## src/rtl/clkdiv_pkg.sv

```systemverilog
package clkdiv_pkg;

  localparam int MCODE_W = 3;
  localparam int SCODE_W = 2;
  localparam int RATIO_W = 4;

  // First-stage code to ratio; unused codes fall back to pass-through.
  function automatic logic [RATIO_W-1:0] mdiv_ratio(input logic [MCODE_W-1:0] code);
    logic [RATIO_W-1:0] r;
    case (code)
      3'd0:    r = RATIO_W'(1);
      3'd1:    r = RATIO_W'(2);
      3'd2:    r = RATIO_W'(3);
      3'd3:    r = RATIO_W'(4);
      3'd4:    r = RATIO_W'(5);
      default: r = RATIO_W'(1);
    endcase
    return r;
  endfunction

  // Second-stage code to power-of-two ratio; code 0 is the slowest.
  function automatic logic [RATIO_W-1:0] sdiv_ratio(input logic [SCODE_W-1:0] code);
    logic [RATIO_W-1:0] r;
    case (code)
      2'd0:    r = RATIO_W'(8);
      2'd1:    r = RATIO_W'(4);
      2'd2:    r = RATIO_W'(2);
      default: r = RATIO_W'(1);
    endcase
    return r;
  endfunction

endpackage

```

## src/rtl/clkdiv_rst_sync.sv

```systemverilog
module clkdiv_rst_sync #(
  parameter int STAGES = 2
) (
  input  logic clk_i,
  input  logic rst_ni,
  output logic rst_sync_no
);

  logic [STAGES-1:0] sync_q;
  logic [STAGES-1:0] sync_d;

  generate
    if (STAGES == 1) begin : g_single
      always_comb sync_d = 1'b1;
    end else begin : g_chain
      always_comb sync_d = {sync_q[STAGES-2:0], 1'b1};
    end
  endgenerate

  always_ff @(posedge clk_i or negedge rst_ni) begin
    if (!rst_ni) begin
      sync_q <= '0;
    end else begin
      sync_q <= sync_d;
    end
  end

  assign rst_sync_no = sync_q[STAGES-1];

endmodule

```

## src/rtl/clkdiv_stage.sv

```systemverilog
module clkdiv_stage #(
  parameter int                 RATIO_W   = 4,
  parameter logic [RATIO_W-1:0] RST_RATIO = RATIO_W'(1)
) (
  input  logic               clk_i,
  input  logic               rst_ni,
  input  logic               en_i,
  input  logic [RATIO_W-1:0] ratio_i,
  output logic               tick_o,
  output logic               phase_o
);

  localparam int HALF_W = RATIO_W + 1;

  logic [RATIO_W-1:0] cnt_q, cnt_d;
  logic [RATIO_W-1:0] ratio_q, ratio_d;
  logic               phase_q, phase_d;
  logic               last_cnt;
  logic [HALF_W-1:0]  high_len;

  // Next-state: count enabled cycles, reload ratio only at period end.
  always_comb begin
    last_cnt = (cnt_q == ratio_q - RATIO_W'(1));
    tick_o   = en_i & last_cnt;
    cnt_d    = cnt_q;
    ratio_d  = ratio_q;
    if (tick_o) begin
      cnt_d   = '0;
      ratio_d = (ratio_i == '0) ? RATIO_W'(1) : ratio_i;
    end else if (en_i) begin
      cnt_d = cnt_q + RATIO_W'(1);
    end
    high_len = (HALF_W'(ratio_d) + HALF_W'(1)) >> 1;
    phase_d  = (HALF_W'(cnt_d) < high_len);
  end

  always_ff @(posedge clk_i or negedge rst_ni) begin
    if (!rst_ni) begin
      cnt_q   <= '0;
      ratio_q <= RST_RATIO;
      phase_q <= 1'b1;
    end else if (en_i) begin
      cnt_q   <= cnt_d;
      ratio_q <= ratio_d;
      phase_q <= phase_d;
    end
  end

  assign phase_o = phase_q;

endmodule

```

## src/rtl/clkdiv_cascade.sv

```systemverilog
module clkdiv_cascade
  import clkdiv_pkg::*;
#(
  parameter int SYNC_STAGES = 2,
  parameter int MRST_RATIO  = 1,
  parameter int SRST_RATIO  = 8
) (
  input  logic               clk_i,
  input  logic               rst_ni,
  input  logic [MCODE_W-1:0] mdiv_code_i,
  input  logic [SCODE_W-1:0] sdiv_code_i,
  output logic               dclk_en_o,
  output logic               dclk_ph_o,
  output logic               sclk_en_o,
  output logic               sclk_ph_o
);

  logic               run_n;
  logic [RATIO_W-1:0] m_ratio;
  logic [RATIO_W-1:0] s_ratio;
  logic               d_tick, d_phase;
  logic               s_tick, s_phase;

  clkdiv_rst_sync #(
    .STAGES (SYNC_STAGES)
  ) u_rst_sync (
    .clk_i       (clk_i),
    .rst_ni      (rst_ni),
    .rst_sync_no (run_n)
  );

  always_comb begin
    m_ratio = mdiv_ratio(mdiv_code_i);
    s_ratio = sdiv_ratio(sdiv_code_i);
  end

  // First stage runs every master cycle once reset is released.
  clkdiv_stage #(
    .RATIO_W   (RATIO_W),
    .RST_RATIO (RATIO_W'(MRST_RATIO))
  ) u_mstage (
    .clk_i   (clk_i),
    .rst_ni  (run_n),
    .en_i    (run_n),
    .ratio_i (m_ratio),
    .tick_o  (d_tick),
    .phase_o (d_phase)
  );

  // Second stage advances once per internal period.
  clkdiv_stage #(
    .RATIO_W   (RATIO_W),
    .RST_RATIO (RATIO_W'(SRST_RATIO))
  ) u_sstage (
    .clk_i   (clk_i),
    .rst_ni  (run_n),
    .en_i    (d_tick),
    .ratio_i (s_ratio),
    .tick_o  (s_tick),
    .phase_o (s_phase)
  );

  assign dclk_en_o = d_tick;
  assign dclk_ph_o = d_phase;
  assign sclk_en_o = s_tick;
  assign sclk_ph_o = s_phase;

endmodule

```

## config.mk

```make
export PLATFORM = sky130hd
export DESIGN_NAME = clkdiv_cascade
export DESIGN_NICKNAME = d
export VERILOG_FILES = /design/src/rtl/clkdiv_pkg.sv /design/src/rtl/clkdiv_rst_sync.sv /design/src/rtl/clkdiv_stage.sv /design/src/rtl/clkdiv_cascade.sv
export SDC_FILE = /design/constraint.sdc
export NUM_CORES = 1
export LEC_CHECK = 0
export ABC_AREA = 1
export BUFFER_PORTS_ARGS = -buffer_cell sky130_fd_sc_hd__buf_2
export CAP_MARGIN = 20
export CORE_AREA = 2 2 53 55
export DETAILED_ROUTE_END_ITERATION = 6
export DIE_AREA = 0 0 55 57
export GPL_TIMING_DRIVEN = 0
export PLACE_DENSITY = 0.77
export SETUP_SLACK_MARGIN = 0.05
export SLEW_MARGIN = 20
export SYNTH_ARGS = -nofsm -noshare
export SYNTH_HDL_FRONTEND = slang
export SYNTH_SLANG_ARGS = --single-unit
```

## constraint.sdc

```tcl
create_clock -name clk_i -period 2.7 [get_ports clk_i]
set_input_delay 0.27 -clock clk_i [delete_from_list [all_inputs] [get_ports clk_i]]
set_output_delay 0.27 -clock clk_i [all_outputs]
set_load 0.02 [all_outputs]
```

======== Yosys cells after proc, flatten, opt, wreduce, memory -nomap -nowiden ========
Index checks and enable logic that the tools add are counted.
word-level totals
  bits in registers ....................... 20
  output and inout bits ................... 4
cells by class
  add/subtract/negate cells ............... 6
  order comparisons ....................... 2
  equal/unequal tests ..................... 8
  muxes and demuxes ....................... 10
  bitwise operators ....................... 2
  reduce and logical (&&, ||, !) cells .... 3
operators with widths
  kind                   number
  $mux W4                7
  $pmux W3 S4            1
  $pmux W4 S3            1
  $add A4 B1 Y5 const B  2
  $add A4 B1 Y4 const B  2
  $eq A4 B4 Y1           2
  $logic_not A4 Y1       2
  $lt A4 B4 Y1           2
  $sub A4 B1 Y4 const B  2
  $eq A3 B2 Y1 const B   2
  $eq A3 B1 Y1 const B   1
  $eq A3 B3 Y1 const B   1
  $mux W3                1
  $and A1 B1 Y1          2
  $eq A2 B1 Y1 const B   1
  $eq A2 B2 Y1 const B   1
  $logic_not A2 Y1       1

======== Logic depth before layout (Yosys ltp) ========
Gate-level depths: netlist (run 1).
  depth after elaboration ................. 7
  depth in mapped cells ................... 22
  mapped depth without buffers ............ 22

======== Modules after synthesis ========
Synthesis (run 1) repeated with hierarchy kept, for this count alone.
second synthesis, totals
  cell total of the unflattened synthesis .. 233
  area, all modules ....................... 1774.2 µm²
by module, submodules not included
  module           times used  cells each  area an instance (µm²)
  clkdiv_stage     2           105         819.5
  clkdiv_cascade   1           20          81.3
  clkdiv_rst_sync  1           3           53.8

======== Worst setup path before layout (run 1) ========
Ideal clock, no wire load.
  path type ............................... register -> register
  start ................................... register u_mstage.ratio_q[0]
  end ..................................... register u_sstage.phase_q, in the netlist u_sstage.phase_o
  library setup time ...................... 0.060 ns
  data arrival time ....................... 2.744 ns
  data required time ...................... 2.640 ns
  setup slack ............................. -0.104 ns
  cell stages (with the launch flop) ...... 16
  cells stage by stage .................... dfstp_2 -> inv_1 -> ha_1 -> xor2_1 -> nand2_1 -> nor2_4 -> nand3_4 -> nor2_8 -> nand3_1 -> o21ai_2 -> ha_1 -> nand3_1 -> ha_1 -> a211oi_1 -> nand2_1 -> nand2_1
between the ends
  longest elaborated chain between the ends .. 7
  elaborated cells on any way between the ends .. 9
  those cells by class .................... 2 x add/sub; 1 x order compare; 1 x eq/ne; 3 x mux; 2 x bitwise
ends and longest elaborated chain
  what                           RTL line              text
  start, declared                clkdiv_stage.sv:16    logic [RATIO_W-1:0] ratio_q, ratio_d;
  start signal, assigned         clkdiv_stage.sv:44    ratio_q <= ratio_d;
  $sub A4 B1 Y4                  clkdiv_stage.sv:23    last_cnt = (cnt_q == ratio_q - RATIO_W'(1));
  $eq A4 B4 Y1                   clkdiv_stage.sv:23
  $and A1 B1 Y1 (2 in series)    clkdiv_stage.sv:24    tick_o = en_i & last_cnt;
  named net sclk_en_o            clkdiv_cascade.sv:14  output logic sclk_en_o,
  $mux W4                        clkdiv_stage.sv:27    if (tick_o) begin
  named net u_sstage.ratio_d[1]  clkdiv_stage.sv:16
  $add A4 B1 Y5                  clkdiv_stage.sv:33    high_len = (HALF_W'(ratio_d) + HALF_W'(1)) >> 1;
  $lt A4 B4 Y1                   clkdiv_stage.sv:34    phase_d = (HALF_W'(cnt_d) < high_len);
  end signal, assigned           clkdiv_stage.sv:45    phase_q <= phase_d;
  end, declared                  clkdiv_stage.sv:17    logic phase_q, phase_d;
The timed path passes the listed nets, and every way through them passes these cells.
A chain may end at the register's enable or synchronous reset.

======== Worst setup path in the final report (run 1) ========
  start ................................... register u_mstage.ratio_q[0]
  end ..................................... register u_sstage.phase_q, in the netlist u_sstage.phase_o
between the ends
  elaborated cells on any way between the ends .. 9
  those cells by class .................... 2 x add/sub; 1 x order compare; 1 x eq/ne; 3 x mux; 2 x bitwise
RTL lines
  what                                      RTL line                                text
  $sub A4 B1 Y4 *                           clkdiv_stage.sv:23
  $eq A4 B4 Y1 *                            clkdiv_stage.sv:23
  $and A1 B1 Y1 *                           clkdiv_stage.sv:24
  $mux W4 or $and A1 B1 Y1 (tied branches)  clkdiv_stage.sv:30, clkdiv_stage.sv:24
  $mux W4 *                                 clkdiv_stage.sv:27
  named net u_sstage.cnt_d[3]               clkdiv_stage.sv:15                      logic [RATIO_W-1:0] cnt_q, cnt_d;
  $lt A4 B4 Y1 *                            clkdiv_stage.sv:34
Mark *: on every way through the listed nets, which the timed path passes. The rest lies on a longest branch.

==> impl_metrics.py, run 1 <==
metrics = {
    "run_status": {
        "outcome": "complete, but fails checks",
        "violations": "negative setup slack",
    },
    "cts": {
        "clk-insertion-delay-late_ns": 0.30,
        "clkTransAtPathRegs_ns": 0.11,
        "max-clock-path-buffers": 2,
        "htree_levels": 1,
        "cts_made_buffers": 3,
        "cts.sink_count": 20,
        "clock-root-buffer": "sky130_fd_sc_hd__clkbuf_4",
        "clock_tree_from_tritoncts": "yes",
    },
    "place": {
        "gp_congestion": 0.751,
        "placement.cell_area_um2": 1620,
        "dpl.hpwl_um": 2290,
        "io_buffer_count": 10,
    },
    "routing": {
        "via_per_inst": 5.25,
        "detailedRoute.firstIterationViolations": 13,
        "drt_pass1_iterations": 4,
        "ant_nets": 0,
        "totalWireLength_um": 3190,
        "drc_errors": 0,
        "vias": 1343,
        "post_drt_wl_per_cell_um": 12.4,
    },
    "final_layout": {
        "nNetsFinal": 245,
        "commonest_non_fill_non_tap_cell_in_the_layout": "sky130_fd_sc_hd__nand2_1",
        "final_design_area_no_fill_um2": 1840,
        "signed_area_change_from_the_synthesized_netlist_to_the_final_layout_pct": 25.5,
        "fin_util_pct": 70.4,
        "most-common-layout-cells": "sky130_fd_sc_hd__nand2_1 (62), sky130_fd_sc_hd__inv_1 (29), sky130_fd_sc_hd__dfrtp_1 (15)",
        "fraction_of_layout_cells_with_a_size_suffix_above_1_pct": 31.1,
        "n_antenna_cell": 0,
    },
    "yosys": {
        "syn_nets": 216,
        "mappedNetlistArea_um2": 1470,
        "synth_area_per_cell_um2": 7.44,
        "synthesis.instances": 197,
        "ys_ff_latch": 20,
        "synth_seq_area_share_pct": 34.5,
        "synthesis.yosys.warnings": 0,
        "synthDistinctLibCells": 25,
    },
    "timing": {
        "maxClockFrequency_mhz": 361,
        "post_route_minimum_period_ns": 2.77,
        "grt_setup_unrepaired": "true",
        "max-slew-margin-rel_pct": 65.6,
        "report.final.slew_viol_count": 0,
        "hold_violations": 0,
        "max_slew.worst_pin.slew_ns": 0.516,
        "finalClockSkew_ns": 0.00170,
        "postLayoutSetupSlackWorst_ns": -0.0682,
        "tns_ns": -0.121,
        "setup-violations-final": 2,
        "min_period_over_period_pct": 103,
    },
    "floorplan": {
        "die_y_um": 57,
        "die_area_um2": 3140,
        "top_ports": 11,
        "start_util_pct": 56.1,
        "placementRows": 19,
        "core_um2": 2620,
        "die_width_um": 55,
    },
    "grt": {
        "grt_first_pass_wirelength_um": 5180,
        "grt_remaining_overflow": 0,
        "first_global_vias": 1269,
        "grt_antenna_before_repair": 0,
        "grt_max_degree": 25,
        "gr-usage-all-layers_pct": 22.8,
    },
    "run": {
        "maxCapViolCount": 0,
    },
    "worst_setup_path": {
        "cp_top_family": "simple AND/OR/NAND/NOR gates",
        "critPathMaxFanout": 7,
        "critPathBufInv": 3,
        "cpPeakStageDelay_ns": 0.56,
        "crit_slowest_cell": "sky130_fd_sc_hd__dfstp_2",
        "critical_path_required_ns": 2.96,
        "path_cells": "inv_2 > ha_4 > xor2_1 > nand2_1 > nor2_4 > nand2_2 > nor2_4 > buf_6 > buf_4 > nand4_1 > xor2_2 > nor2_2 > ha_4 > a211oi_2 > nand2_1 > nand2_1",
        "crit_path_end_kind": "flip-flop",
        "arrival_time_at_the_worst_endpoint_ns": 3.02,
        "critical_path.most_common_cell": "sky130_fd_sc_hd__nand2_1",
        "startpoint_type": "flip-flop",
        "timing_worst_setup_path_type": "flip-flop to flip-flop",
    },
    "power_and_ir_drop": {
        "worst_vdd_drop_uv": 845,
        "leakage_power_nw": 0.997,
        "power-per-cell-area_nw_per_um2": 1240,
    },
    "min_path": {
        "hold_path.class": "flip-flop to async pin",
    },
}
==> per-layer routing <==
| layer | wire length (um) | vias to the layer above | track usage (%) |
|---|---|---|---|
| li1 | - | 669 | - |
| met1 | 1210 | 637 | 24.5 |
| met2 | 1750 | 25 | 41.7 |
| met3 | 77 | 12 | 3.40 |
| met4 | 141 | 0 | 10.8 |
| met5 | 0 | - | 0 |
==> report_power, final <==
part	leakage (nW)	internal, mW	switching [mW]
clock network	0.0150	0.0577	0.0936
registers	0.228	0.440	0.121
logic	0.754	0.697	0.876
==> stage by stage <==
step / worst slack, ns / power (mW) / cells / hold WS, ns
detailed placement: -0.241 / 1.90 / 238 / 0.0577
CTS: -0.125 / 2.19 / 250 / 0.250
global placement: -0.154 / 1.82 / 238 / 0.0544
finish: -0.0682 / 2.28 / 256 / 0.248
floorplan: 0.0263 / 1.63 / 197 / -0.0256
global route: -0.238 / 2.53 / 256 / 0.264
==> logic make-up (layout without fill, tap and decap cells) <==
group	count (synthesis)	in the layout	synth area share, %
AO/OA/AOI/OAI	16	16	6.57
buffers and inverters	36	64	9.47
flip-flops	20	20	34.5
XOR/XNOR	8	8	4.78
other	1	1	0.256
adder cells (fa/ha/maj)	12	12	10.2
AND/OR/NAND/NOR	104	104	34.2
==> worst reg2reg max path: stages, from the launching register on <==
cell and delay, ns:
sky130_fd_sc_hd__dfstp_2 0.56, sky130_fd_sc_hd__inv_2 0.05, sky130_fd_sc_hd__ha_4 0.26, sky130_fd_sc_hd__xor2_1 0.15, sky130_fd_sc_hd__nand2_1 0.11, sky130_fd_sc_hd__nor2_4 0.13, sky130_fd_sc_hd__nand2_2 0.09, sky130_fd_sc_hd__nor2_4 0.13
sky130_fd_sc_hd__buf_6 0.13, sky130_fd_sc_hd__buf_4 0.13, sky130_fd_sc_hd__nand4_1 0.12, sky130_fd_sc_hd__xor2_2 0.19, sky130_fd_sc_hd__nor2_2 0.14, sky130_fd_sc_hd__ha_4 0.22, sky130_fd_sc_hd__a211oi_2 0.17, sky130_fd_sc_hd__nand2_1 0.07
sky130_fd_sc_hd__nand2_1 0.06
==> flip-flops by register name, summed over array words and instances (netlist names) <==
register           count
u_rst_sync.sync_q      2
u_mstage.phase_o       1
u_sstage.phase_o       1
u_mstage.cnt_q         4
u_mstage.ratio_q       4
u_sstage.ratio_q       4
u_sstage.cnt_q         4
==> synth_stat cells <==
cell type / count / area share, %
sky130_fd_sc_hd__buf_4: 1 / 0.51
sky130_fd_sc_hd__nand4_2: 1 / 0.85
sky130_fd_sc_hd__nand3_4: 1 / 1.2
sky130_fd_sc_hd__a211oi_1: 2 / 1.0
sky130_fd_sc_hd__xor2_1: 4 / 2.4
sky130_fd_sc_hd__nand3_2: 2 / 1.4
sky130_fd_sc_hd__o21ai_1: 1 / 0.34
sky130_fd_sc_hd__nor2_1: 11 / 2.8
sky130_fd_sc_hd__nand2_2: 4 / 1.7
sky130_fd_sc_hd__o21ai_0: 7 / 2.4
sky130_fd_sc_hd__inv_1: 30 / 7.7
sky130_fd_sc_hd__nor2_4: 2 / 1.5
sky130_fd_sc_hd__nand2_1: 62 / 16
sky130_fd_sc_hd__nor2_8: 1 / 1.4
sky130_fd_sc_hd__ha_1: 12 / 10
sky130_fd_sc_hd__a21oi_1: 3 / 1.0
sky130_fd_sc_hd__nand4_1: 3 / 1.3
sky130_fd_sc_hd__o21ai_2: 3 / 1.8
sky130_fd_sc_hd__dfstp_2: 4 / 7.2
sky130_fd_sc_hd__inv_2: 5 / 1.3
sky130_fd_sc_hd__conb_1: 1 / 0.26
sky130_fd_sc_hd__dfrtp_1: 16 / 27
sky130_fd_sc_hd__nand3_1: 16 / 5.5
sky130_fd_sc_hd__xnor2_1: 4 / 2.4
sky130_fd_sc_hd__nand2_4: 1 / 0.77
==> worst paths after layout <==
path	from	to	slack (ns)	cells past startpoint
min in group clk_i	sdiv_code_i[1]	u_sstage.ratio_q[0]$_DFFE_PN0N_	0.27	3
min reg2reg	u_rst_sync.sync_q[1]$_DFF_PN0_	u_sstage.cnt_q[2]$_DFFE_PN0N_	0.25	0
max	u_mstage.ratio_q[0]$_DFFE_PN1P_	u_sstage.phase_o$_DFFE_PN1N_	-0.07	16
max in group asynchronous	u_rst_sync.sync_q[1]$_DFF_PN0_	u_mstage.phase_o$_DFFE_PN1P_	2.09	0
min	u_rst_sync.sync_q[1]$_DFF_PN0_	u_sstage.cnt_q[2]$_DFFE_PN0N_	0.25	0
max reg2reg	u_mstage.ratio_q[0]$_DFFE_PN1P_	u_sstage.phase_o$_DFFE_PN1N_	-0.07	16
==> cell type report <==
cell class	count	area [um2]
Buffer	1	11.3
Clock buffer	4	26.3
Fill cell	218	774
Inverter	35	131
Multi-Input combinational cell	141	968
Sequential cell	20	507
Tap cell	31	38.8
Timing Repair Buffer	24	158
==> repair_timing <==
item | 4_1_cts | 5_1_grt
gates resized for setup | 10 | 6
endpoints found under the setup margin | 2 | 3
pin swaps | 12 | 9
buffers inserted | 7 | 6
hold buffers | 1 | 0
gates cloned | 0 | 0
hold endpoints to repair | 2 | 0
No activity file was read; power rests on OpenSTA's default activity.
==> run 2: changes to the inputs <==
CORE_AREA = 2 2 80 82   (was 2 2 53 55)
DIE_AREA = 0 0 82 84   (was 0 0 55 57)
PLACE_DENSITY = not set   (was 0.77)
==> run 2 against run 1 <==
  * The flow now finishes without violations
  * Fmax increased by 4.3%
  * Clock power up 55%
  * Non-clock buffer count fell by 2
  * Cell area is 3.7% higher
  * Sequential share of layout area decreased by 0.97 points
  * Critical path type unchanged
  * Largest cell class unchanged
  * Largest power group unchanged
==> impl_metrics.py, run 2 (synthesized netlist as in run 1, its figures left out) <==
metrics = {
    "run_status": {
        "outcome": "completed",
    },
    "final_layout": {
        "layoutNonFillerInstCount": 301,
        "signed_area_change_from_the_synthesized_netlist_to_the_final_layout_pct": 30.1,
        "fraction_of_layout_cells_with_a_size_suffix_above_1_pct": 30.8,
        "n_antenna_cell": 0,
        "fin_util_pct": 31.3,
        "most-common-layout-cells": "sky130_fd_sc_hd__nand2_1 (61), sky130_fd_sc_hd__inv_1 (29), sky130_fd_sc_hd__dfrtp_1 (15)",
        "commonest_non_fill_non_tap_cell_in_the_layout": "sky130_fd_sc_hd__nand2_1",
        "nNetsFinal": 244,
    },
    "place": {
        "gp_congestion": 0.777,
        "dp_cells": 284,
        "place_worst_setup_slack_ns": -0.289,
        "dpl.hpwl_um": 2270,
        "io_buffer_count": 10,
    },
    "power_and_ir_drop": {
        "leakage_power_nw": 0.997,
        "power-per-cell-area_nw_per_um2": 1220,
        "power_mw": 2.33,
        "worst_vdd_drop_uv": 649,
    },
    "worst_setup_path": {
        "critPathMaxFanout": 5,
        "critical_path_required_ns": 2.91,
        "startpoint_type": "flip-flop",
        "crit_slowest_cell": "sky130_fd_sc_hd__dfrtp_1",
        "arrival_time_at_the_worst_endpoint_ns": 2.86,
        "timing_worst_setup_path_type": "flip-flop to flip-flop",
        "critical_path.most_common_cell": "sky130_fd_sc_hd__nand2_1",
        "cp_top_family": "simple AND/OR/NAND/NOR gates",
        "cp-endpoint": "u_sstage.phase_o$_DFFE_PN1N_",
        "regToRegEndpoint": "u_sstage.phase_o$_DFFE_PN1N_",
        "setup.worst_path.start": "u_sstage.ratio_q[0]$_DFFE_PN0N_",
        "crit_path_end_kind": "flip-flop",
        "worstRegToRegCells": 19,
        "r2r-start": "u_sstage.ratio_q[0]$_DFFE_PN0N_",
        "cpPeakStageDelay_ns": 0.42,
        "path_cells": "inv_1 > ha_1 > inv_1 > nand2_1 > nand2_1 > nor2_2 > nand4_4 > nor2_8 > inv_2 > nand2_2 > nand2_4 > ha_4 > xnor2_1 > ha_1 > nand2_1 > nand2_1 > nand2_1 > nand2_1 > nand2_1",
        "path_length_in_cells_of_the_critical_path": 19,
        "worst_reg_to_reg_setup_slack_ns": 0.05,
        "critPathBufInv": 3,
    },
    "floorplan": {
        "die_width_um": 82,
        "die_area_um2": 6890,
        "core_um2": 6100,
        "top_ports": 11,
        "start_util_pct": 24.1,
        "placementRows": 29,
        "die_y_um": 84,
    },
    "cts": {
        "clk-insertion-delay-late_ns": 0.26,
        "cts.sink_count": 20,
        "clock-root-buffer": "sky130_fd_sc_hd__clkbuf_8",
        "max-clock-path-buffers": 2,
        "cts_made_buffers": 3,
        "htree_levels": 1,
        "clock_tree_from_tritoncts": "yes",
        "clkTransAtPathRegs_ns": 0.08,
    },
    "timing": {
        "min_period_over_period_pct": 98.3,
        "max_slew.worst_pin.slew_ns": 0.558,
        "max-slew-margin-rel_pct": 62.8,
        "finalClockSkew_ns": 0.00452,
        "postLayoutSetupSlackWorst_ns": 0.0457,
        "setup-violations-final": 0,
        "report.final.slew_viol_count": 0,
        "maxClockFrequency_mhz": 377,
        "grt_setup_unrepaired": "true",
        "hold_violations": 0,
        "post_route_minimum_period_ns": 2.65,
    },
    "grt": {
        "grt_first_pass_wirelength_um": 5620,
        "top_usage_layer": "met2",
        "grt_max_degree": 25,
        "grt_use_met1_pct": 12.9,
        "gr-usage-all-layers_pct": 10.4,
        "first_global_vias": 1283,
        "grt_use_met2_pct": 18.0,
        "grtUsageMet3_pct": 1.95,
        "grt_remaining_overflow": 0,
        "grt_antenna_before_repair": 0,
    },
    "routing": {
        "drt_pass1_iterations": 4,
        "via_per_inst": 4.29,
        "totalWireLength_um": 3100,
        "ant_nets": 0,
        "drc_errors": 0,
        "detailedRoute.firstIterationViolations": 27,
        "vias": 1290,
        "post_drt_wl_per_cell_um": 10.3,
    },
    "min_path": {
        "hold_path.class": "flip-flop to async pin",
    },
    "run": {
        "maxCapViolCount": 0,
    },
}
-- run 2: cell types whose count changed in the layout (fill, tap and decap cells not counted), moves of 2 or more --
cell	delta
sky130_fd_sc_hd__buf_4	-4
sky130_fd_sc_hd__clkbuf_8	+4
sky130_fd_sc_hd__buf_6	+2
sky130_fd_sc_hd__clkbuf_4	-3
-- run 2: routing by layer --
layer / vias up / routed length, um
met5: - / 0
met4: 0 / 34
met3: 4 / 44
met2: 7 / 1610
met1: 604 / 1410
li1: 675 / -
-- run 2: worst min-delay path by stage --
stage	startpoint	slack [ns]	to
after global routing	u_rst_sync.sync_q[1]$_DFF_PN0_	0.30	u_sstage.cnt_q[2]$_DFFE_PN0N_
after CTS	u_rst_sync.sync_q[1]$_DFF_PN0_	0.28	u_sstage.cnt_q[2]$_DFFE_PN0N_
after detailed placement	rst_ni	0.06	u_rst_sync.sync_q[0]$_DFF_PN0_
after floorplan	rst_ni	-0.03	u_rst_sync.sync_q[0]$_DFF_PN0_
final	u_rst_sync.sync_q[1]$_DFF_PN0_	0.26	u_sstage.cnt_q[2]$_DFFE_PN0N_
after global placement	rst_ni	0.06	u_rst_sync.sync_q[0]$_DFF_PN0_
-- run 2: power breakdown --
group / internal [mW] / switching, mW / leakage [nW] / total [mW]
Combinational: 0.670 / 0.862 / 0.740 / 1.53
Clock: 0.130 / 0.104 / 0.0288 / 0.234
Sequential: 0.440 / 0.120 / 0.228 / 0.560
-- run 2: area by class of cell --
| type | count | area [um2] |
|---|---|---|
| plain buffers | 1 | 11.3 |
| clock buffers | 4 | 55.1 |
| fillers | 667 | 4190 |
| inverters | 35 | 131 |
| multi-input cells | 142 | 957 |
| flip-flops and latches | 20 | 507 |
| well taps | 77 | 96.3 |
| repair buffers | 22 | 150 |
-- run 2: stage by stage --
stage | hold WS [ns] | TNS, ns | instance area (um2)
6_report | 0.263 | 0 | 1910
5_1_grt | 0.302 | -0.387 | 1910
4_1_cts | 0.282 | -0.124 | 1890
3_5_place_dp | 0.0574 | -0.470 | 1680
3_3_place_gp | 0.0565 | -0.381 | 1680
2_1_floorplan | -0.0256 | 0 | 1530
-- run 2: timing repair --
action                     4_1_cts  5_1_grt
pin swaps                       10        6
hold buffers                     1        0
setup buffers                   11        0
hold endpoints to repair         2        0
gates cloned                     1        0
gates resized for setup         13        4
setup endpoints to repair        2        3
